$ cat src/rtl/rb_pkg.sv
package rb_pkg;

  typedef enum logic [2:0] {
    OP_WRD    = 3'd0,
    OP_WWR    = 3'd1,
    OP_BRD    = 3'd2,
    OP_BWR    = 3'd3,
    OP_XRD    = 3'd4,
    OP_XSET   = 3'd5,
    OP_XCLR   = 3'd6,
    OP_SWITCH = 3'd7
  } rb_op_e;

  typedef enum logic [1:0] {
    RK_WORD = 2'd0,
    RK_BYTE = 2'd1,
    RK_BIT  = 2'd2
  } rb_rkind_e;

  // offset of word register n inside the bank
  function automatic logic [4:0] word_offset(input logic [3:0] n);
    return {n, 1'b0};
  endfunction

  // byte register b sits at byte offset b (low half even, high half odd)
  function automatic logic [4:0] byte_offset(input logic [3:0] b);
    return {1'b0, b};
  endfunction

  function automatic logic [15:0] bit_apply(input logic [15:0] w,
                                            input logic [3:0]  idx,
                                            input logic        val);
    logic [15:0] r;
    r      = w;
    r[idx] = val;
    return r;
  endfunction

  function automatic logic [7:0] lane_pick(input logic [15:0] w, input logic hi);
    return hi ? w[15:8] : w[7:0];
  endfunction

endpackage

$ cat src/rtl/rb_addr_gen.sv
module rb_addr_gen
  import rb_pkg::*;
#(
  parameter int ADDR_W = 8
) (
  input  logic [ADDR_W-1:0] cp,
  input  rb_op_e            op,
  input  logic [3:0]        regn,
  output logic [ADDR_W-1:0] byte_addr,
  output logic [ADDR_W-2:0] word_idx,
  output logic              hi_lane
);
  logic [4:0] off;

  always_comb begin
    if (op == OP_BRD || op == OP_BWR) off = byte_offset(regn);
    else                              off = word_offset(regn);
    byte_addr = cp + ADDR_W'(off);   // wraps modulo the RAM size
    word_idx  = byte_addr[ADDR_W-1:1];
    hi_lane   = byte_addr[0];
  end
endmodule

$ cat src/rtl/rb_ram.sv
module rb_ram #(
  parameter int WORDS = 128,
  localparam int IDX_W = $clog2(WORDS)
) (
  input  logic             clk,
  input  logic             rst_n,
  input  logic             en,
  input  logic             we,
  input  logic [1:0]       be,
  input  logic [IDX_W-1:0] idx,
  input  logic [15:0]      wdata,
  output logic [15:0]      rdata
);
  logic [15:0] mem [WORDS];

  always_ff @(posedge clk) begin
    if (!rst_n) begin
      for (int i = 0; i < WORDS; i++) mem[i] <= '0;
      rdata <= '0;
    end else if (en) begin
      if (we) begin
        if (be[0]) mem[idx][7:0]  <= wdata[7:0];
        if (be[1]) mem[idx][15:8] <= wdata[15:8];
      end else begin
        rdata <= mem[idx];
      end
    end
  end
endmodule

$ cat src/rtl/rb_ctx.sv
module rb_ctx #(
  parameter int ADDR_W = 8
) (
  input  logic              clk,
  input  logic              rst_n,
  input  logic              load,
  input  logic [ADDR_W-1:0] new_cp,
  output logic [ADDR_W-1:0] cp,
  output logic              save_valid,
  output logic [ADDR_W-1:0] save_cp
);
  localparam logic [ADDR_W-1:0] ALIGN_MASK = {{(ADDR_W-1){1'b1}}, 1'b0};

  always_ff @(posedge clk) begin
    if (!rst_n) begin
      cp         <= '0;
      save_valid <= 1'b0;
      save_cp    <= '0;
    end else begin
      save_valid <= load;
      if (load) begin
        save_cp <= cp;
        cp      <= new_cp & ALIGN_MASK;
      end
    end
  end
endmodule

$ cat src/rtl/regbank_ctx.sv
module regbank_ctx
  import rb_pkg::*;
#(
  parameter int RAM_BYTES = 256,
  localparam int ADDR_W = $clog2(RAM_BYTES),
  localparam int WORDS  = RAM_BYTES / 2,
  localparam int IDX_W  = ADDR_W - 1
) (
  input  logic              clk,
  input  logic              rst_n,
  input  logic              req_valid,
  input  logic [2:0]        req_op,
  input  logic [3:0]        req_reg,
  input  logic [3:0]        req_bit,
  input  logic [15:0]       req_wdata,
  input  logic [ADDR_W-1:0] req_cp,
  output logic              busy,
  output logic [ADDR_W-1:0] ram_addr,
  output logic              rd_valid,
  output logic [15:0]       rd_data,
  output logic [ADDR_W-1:0] cp_out,
  output logic              save_valid,
  output logic [ADDR_W-1:0] save_cp
);
  rb_op_e op;
  assign op = rb_op_e'(req_op);

  // named request events (also observed by the checker)
  logic accept, sw_accept, bitop_accept, read_accept, write_accept;
  logic pend_q;

  assign accept       = req_valid && !pend_q;
  assign sw_accept    = accept && op == OP_SWITCH;
  assign bitop_accept = accept && (op == OP_XSET || op == OP_XCLR);
  assign read_accept  = accept && (op == OP_WRD || op == OP_BRD || op == OP_XRD);
  assign write_accept = accept && (op == OP_WWR || op == OP_BWR);

  logic [IDX_W-1:0] word_idx;
  logic             hi_lane;

  rb_addr_gen #(.ADDR_W(ADDR_W)) u_addr (
    .cp(cp_out), .op(op), .regn(req_reg),
    .byte_addr(ram_addr), .word_idx(word_idx), .hi_lane(hi_lane)
  );

  rb_ctx #(.ADDR_W(ADDR_W)) u_ctx (
    .clk(clk), .rst_n(rst_n), .load(sw_accept), .new_cp(req_cp),
    .cp(cp_out), .save_valid(save_valid), .save_cp(save_cp)
  );

  // pending bit write-back
  logic [IDX_W-1:0] pend_idx;
  logic [3:0]       pend_bit;
  logic             pend_val;

  always_ff @(posedge clk) begin
    if (!rst_n) begin
      pend_q   <= 1'b0;
      pend_idx <= '0;
      pend_bit <= '0;
      pend_val <= 1'b0;
    end else begin
      pend_q <= bitop_accept;
      if (bitop_accept) begin
        pend_idx <= word_idx;
        pend_bit <= req_bit;
        pend_val <= (op == OP_XSET);
      end
    end
  end
  assign busy = pend_q;

  // RAM port steering
  logic             m_en, m_we;
  logic [1:0]       m_be;
  logic [IDX_W-1:0] m_idx;
  logic [15:0]      m_wdata, m_rdata;

  always_comb begin
    if (pend_q) begin
      m_en    = 1'b1;
      m_we    = 1'b1;
      m_be    = 2'b11;
      m_idx   = pend_idx;
      m_wdata = bit_apply(m_rdata, pend_bit, pend_val);
    end else begin
      m_en    = read_accept || write_accept || bitop_accept;
      m_we    = write_accept;
      m_idx   = word_idx;
      if (op == OP_BWR) begin
        m_be    = hi_lane ? 2'b10 : 2'b01;
        m_wdata = {req_wdata[7:0], req_wdata[7:0]};
      end else begin
        m_be    = 2'b11;
        m_wdata = req_wdata;
      end
    end
  end

  rb_ram #(.WORDS(WORDS)) u_ram (
    .clk(clk), .rst_n(rst_n), .en(m_en), .we(m_we), .be(m_be),
    .idx(m_idx), .wdata(m_wdata), .rdata(m_rdata)
  );

  // read result formatting
  rb_rkind_e rk_q;
  logic      rd_hi_q;
  logic [3:0] rd_bit_q;

  always_ff @(posedge clk) begin
    if (!rst_n) begin
      rd_valid <= 1'b0;
      rk_q     <= RK_WORD;
      rd_hi_q  <= 1'b0;
      rd_bit_q <= '0;
    end else begin
      rd_valid <= read_accept;
      if (read_accept) begin
        rd_hi_q  <= hi_lane;
        rd_bit_q <= req_bit;
        case (op)
          OP_BRD:  rk_q <= RK_BYTE;
          OP_XRD:  rk_q <= RK_BIT;
          default: rk_q <= RK_WORD;
        endcase
      end
    end
  end

  always_comb begin
    case (rk_q)
      RK_BYTE: rd_data = {8'h00, lane_pick(m_rdata, rd_hi_q)};
      RK_BIT:  rd_data = {15'h0000, m_rdata[rd_bit_q]};
      default: rd_data = m_rdata;
    endcase
  end
endmodule

$ cat config.mk
export PLATFORM = sky130hd
export DESIGN_NAME = regbank_ctx
export DESIGN_NICKNAME = d
export VERILOG_FILES = /design/src/rtl/rb_pkg.sv /design/src/rtl/rb_addr_gen.sv /design/src/rtl/rb_ram.sv /design/src/rtl/rb_ctx.sv /design/src/rtl/regbank_ctx.sv
export SDC_FILE = /design/constraint.sdc
export NUM_CORES = 2
export LEC_CHECK = 0
export BUFFER_PORTS_ARGS = -buffer_cell sky130_fd_sc_hd__buf_2
export CORE_UTILIZATION = 30
export CTS_BUF_LIST = sky130_fd_sc_hd__clkbuf_16
export DETAILED_ROUTE_END_ITERATION = 6
export GPL_TIMING_DRIVEN = 1
export HOLD_SLACK_MARGIN = 0.05
export PLACE_DENSITY = 0.43
export SLEW_MARGIN = 30
export SYNTH_ARGS = -nofsm -noshare
export SYNTH_HDL_FRONTEND = slang
export SYNTH_HIERARCHICAL = 1
export SYNTH_SLANG_ARGS = --single-unit
$ cat constraint.sdc
create_clock -name clk -period 4 [get_ports clk]
set_clock_uncertainty 0.15 [all_clocks]
set_input_delay 0.4 -clock clk [delete_from_list [all_inputs] [get_ports clk]]
set_output_delay 0.4 -clock clk [all_outputs]
set_load 0.1 [all_outputs]
==> metrics.csv <==
metric,value,unit
drive_above_1_share,0.282,
fin_crit,3.96,ns
post-synth-top-count-cell,and3_1,
post_synthesis_cells,7872,
tightestPinTransition,1.04,ns
ys_warns,6,
initial_core_util,0.302,
worst_ir_drop_vdd,0.427,mV
die_width,580,um
buffer_ports.inserted,77,
max_freq,0.252,GHz
routed_wirelength,411000,um
via_per_inst,5.62,
critical_path_start_end_classification,reg2reg,
top_level_ports,81,
postRouteAntennaNets,0,
die_height,580,um
synth_area_leader_cell,edfxtp_1,
number_of_buffers_created_by_cts,238,
timing.hold.worst.class,in2reg,
synthesis.area,100000,um2
report.final.setup_viol,0,
highest_metal_layer_with_signal_wires,met5,
timing.critical_path.to_type,register,
globalRouteOverflowTotal,0,
ys_seq_area_frac,0.625,
finalNetCount,8467,
grt_use_total,0.237,
postPlaceCellArea,114000,um2
dr.pass1.iters,7,
drv_cap,0,
first_global_vias,71061,
place.detailed.hpwl,271000,um
ffs_w_async_s_r_synth,0,
power_density,455,nW/um2
wl_met1,180000,um
tritoncts,yes,
synth_enable_flop_cells,2048,
layout-area-overhead-vs-synth,23.8,%
routed_wire_length_per_instance,31.6,um
cts_max_path_buffers,4,
routabilityCongestion,0.882,
critical_path.max_fanout,7,
result_of_the_run,finished clean,
rsz0062_at_grt,true,
netlist-cell-type-count,94,
grt_antenna_before_repair,29,
cts_sinks,2100,
startpoint_type,register,
clk-insertion-delay-late,0.93,ns
ys_ff_latch,2100,
timing.final.hold_violations,0,
routed_wl_met3,30900,um
clk_root_buffer_cell,clkbuf_16,
share_of_the_cycle_needed_by_the_critical_path_after_routing,0.991,
synth_area_leaders,"edfxtp_1 (61%), and3_1 (13%), mux4_2 (4.0%), clkbuf_1 (2.8%), nand2_1 (2.7%)",
commonest_register_cell_after_synthesis,edfxtp_1,
std_cell_rows,211,
maxSlewViolCount,0,
arrival,4.66,ns
detailroute.wirelength.met2,188000,um
post_synth.cell_area_avg,12.7,um2
detailroute.via_count,72890,
grt_pass1_wl,569000,um
grt_max_degree,129,
worst_setup_hold_path_clk_slew,0.06,ns
top_post_synthesis_cells_by_count,"and3_1 (2058), edfxtp_1 (2048), clkbuf_1 (744)",
p_leak,52.8,nW
setup_slack,0.0377,ns
post-route-cell-area,124000,um2
yosysTopAreaCellShare,0.615,
core,331000,um2
timing.critical_path.required,4.69,ns
floorplan.die_area,336000,um2
worst_slew_margin,0.306,
drt_first_iter_violations,8680,
drc,0,
clock_tree.htree_level_count,4,
detailedPlace.worstSlack,-1.36,ns
==> path summary, 6_finish.rpt <==
kind	endpoint	startpoint	slack (ns)	cells past startpoint
worst max-delay path	u_ram/rdata[15]	u_ctx/cp[1]	0.04	19
worst min-delay path	u_ram/mem[52][1]	req_wdata[1]	0.13	4
worst max register to register	u_ram/rdata[15]	u_ctx/cp[1]	0.04	19
worst min register to register	pend_idx[5]	pend_idx[5]	0.35	2
==> routing by layer <==
layer	up-vias	GRT usage
met4	8	0.0664
met2	3181	0.376
li1	31245	-
met5	-	0
met1	37905	0.336
met3	551	0.0380
==> worst max-delay path: stages (launching register included) <==
cell	delay, ns
dfxtp_4	0.37
inv_2	0.04
fa_2	0.43
xnor2_4	0.15
buf_12	0.15
mux2_4	0.39
buf_12	0.18
buf_4	0.13
nor2_4	0.21
buf_12	0.20
buf_12	0.11
buf_4	0.18
a22oi_1	0.11
o211ai_1	0.24
nand2_1	0.14
o21ai_2	0.23
buf_4	0.15
a211oi_1	0.03
buf_4	0.14
o22ai_1	0.14
==> layout by cell type, fill, tap and decap left out, types with 26 or more instances in the layout <==
cell type	netlist	layout
a21oi_1	170	156
a221o_1	45	45
a221oi_1	247	225
a22o_1	27	27
a22oi_1	87	85
and3_1	2058	2054
buf_12	4	243
buf_2	154	76
buf_4	65	978
clkbuf_16	0	249
clkinv_1	2	51
clkinv_2	0	49
dfxtp_1	52	46
dlygate4sd3_1	0	30
edfxtp_1	2048	2048
inv_1	15	64
mux2_2	137	129
mux2i_1	215	213
mux4_2	178	178
nand2_1	712	446
nand2_2	0	254
nand3_1	29	26
nor2_1	217	191
nor2_4	0	33
o211ai_1	27	27
o21ai_0	158	140
o221ai_1	36	34
o22ai_1	27	27
==> registers in the layout, indices dropped and copies added, names as in the netlist <==
register          flops
pend_bit              4
rd_hi_q               1
u_ctx/cp              7
rk_q                  2
u_ram/mem          2048
rd_valid              1
u_ram/rdata          16
pend_idx              7
rd_bit_q              4
pend_val              1
u_ctx/save_valid      1
u_ctx/save_cp         7
busy                  1
==> kinds of logic (layout without fill, tap and decap cells) <==
family / after synthesis / after routing / synth area share
AO/OA/AOI/OAI: 993 / 993 / 0.0726
XOR/XNOR: 5 / 5 / 0.000438
flip-flops: 2100 / 2100 / 0.625
AND/OR/NAND/NOR: 3148 / 3150 / 0.174
adder cells (fa/ha/maj): 10 / 10 / 0.00133
multiplexers: 534 / 537 / 0.0776
other: 1 / 9 / 0.0000375
buffers and inverters: 1081 / 1810 / 0.0489
==> power by group <==
part	total (mW)	leakage [nW]	internal [mW]	switching (mW)
Clock	21.4	3.83	12.1	9.33
Combinational	9.74	27.4	3.53	6.21
Sequential	25.2	21.6	24.8	0.355
Total	56.3	52.8	40.4	15.9
==> timing repair <==
| action | in CTS | in global routing |
|---|---|---|
| pin swaps | 17 | 31 |
| endpoints found under the hold margin | 163 | 0 |
| buffers inserted | 36 | 23 |
| endpoints found under the setup margin | 94 | 61 |
| hold buffers | 30 | 0 |
| resized for setup | 55 | 115 |
| gates cloned | 9 | 6 |
==> metrics by stage <==
| step | setup TNS, ns | power [mW] | util | cells | hold slack (ns) |
|---|---|---|---|---|---|
| 2_1_floorplan | -1462.88 | 29.7 | - | 7873 | 0.304 |
| 3_3_place_gp | -1439.83 | 34.7 | 0.346 | 12445 | 0.322 |
| 3_5_place_dp | -1344.65 | 34.7 | 0.346 | 12445 | 0.335 |
| 4_1_cts | 0 | 56.4 | 0.371 | 12947 | 0.0797 |
| 5_1_grt | -0.0641 | 57.8 | 0.374 | 12974 | 0.112 |
| 6_report | 0 | 56.3 | 0.374 | 12980 | 0.129 |
==> layout make-up <==
class	count	area [um2]
fill	31708	207000
tap	4366	5460
sequential	2100	62600
timing repair buffer	1363	13600
clock buffer	243	6080
multi-input combinational	4697	34700
inverter	19	101
clock inverter	185	1320
antenna	7	17.5
Note: power is estimated with default switching activity, not from simulation.
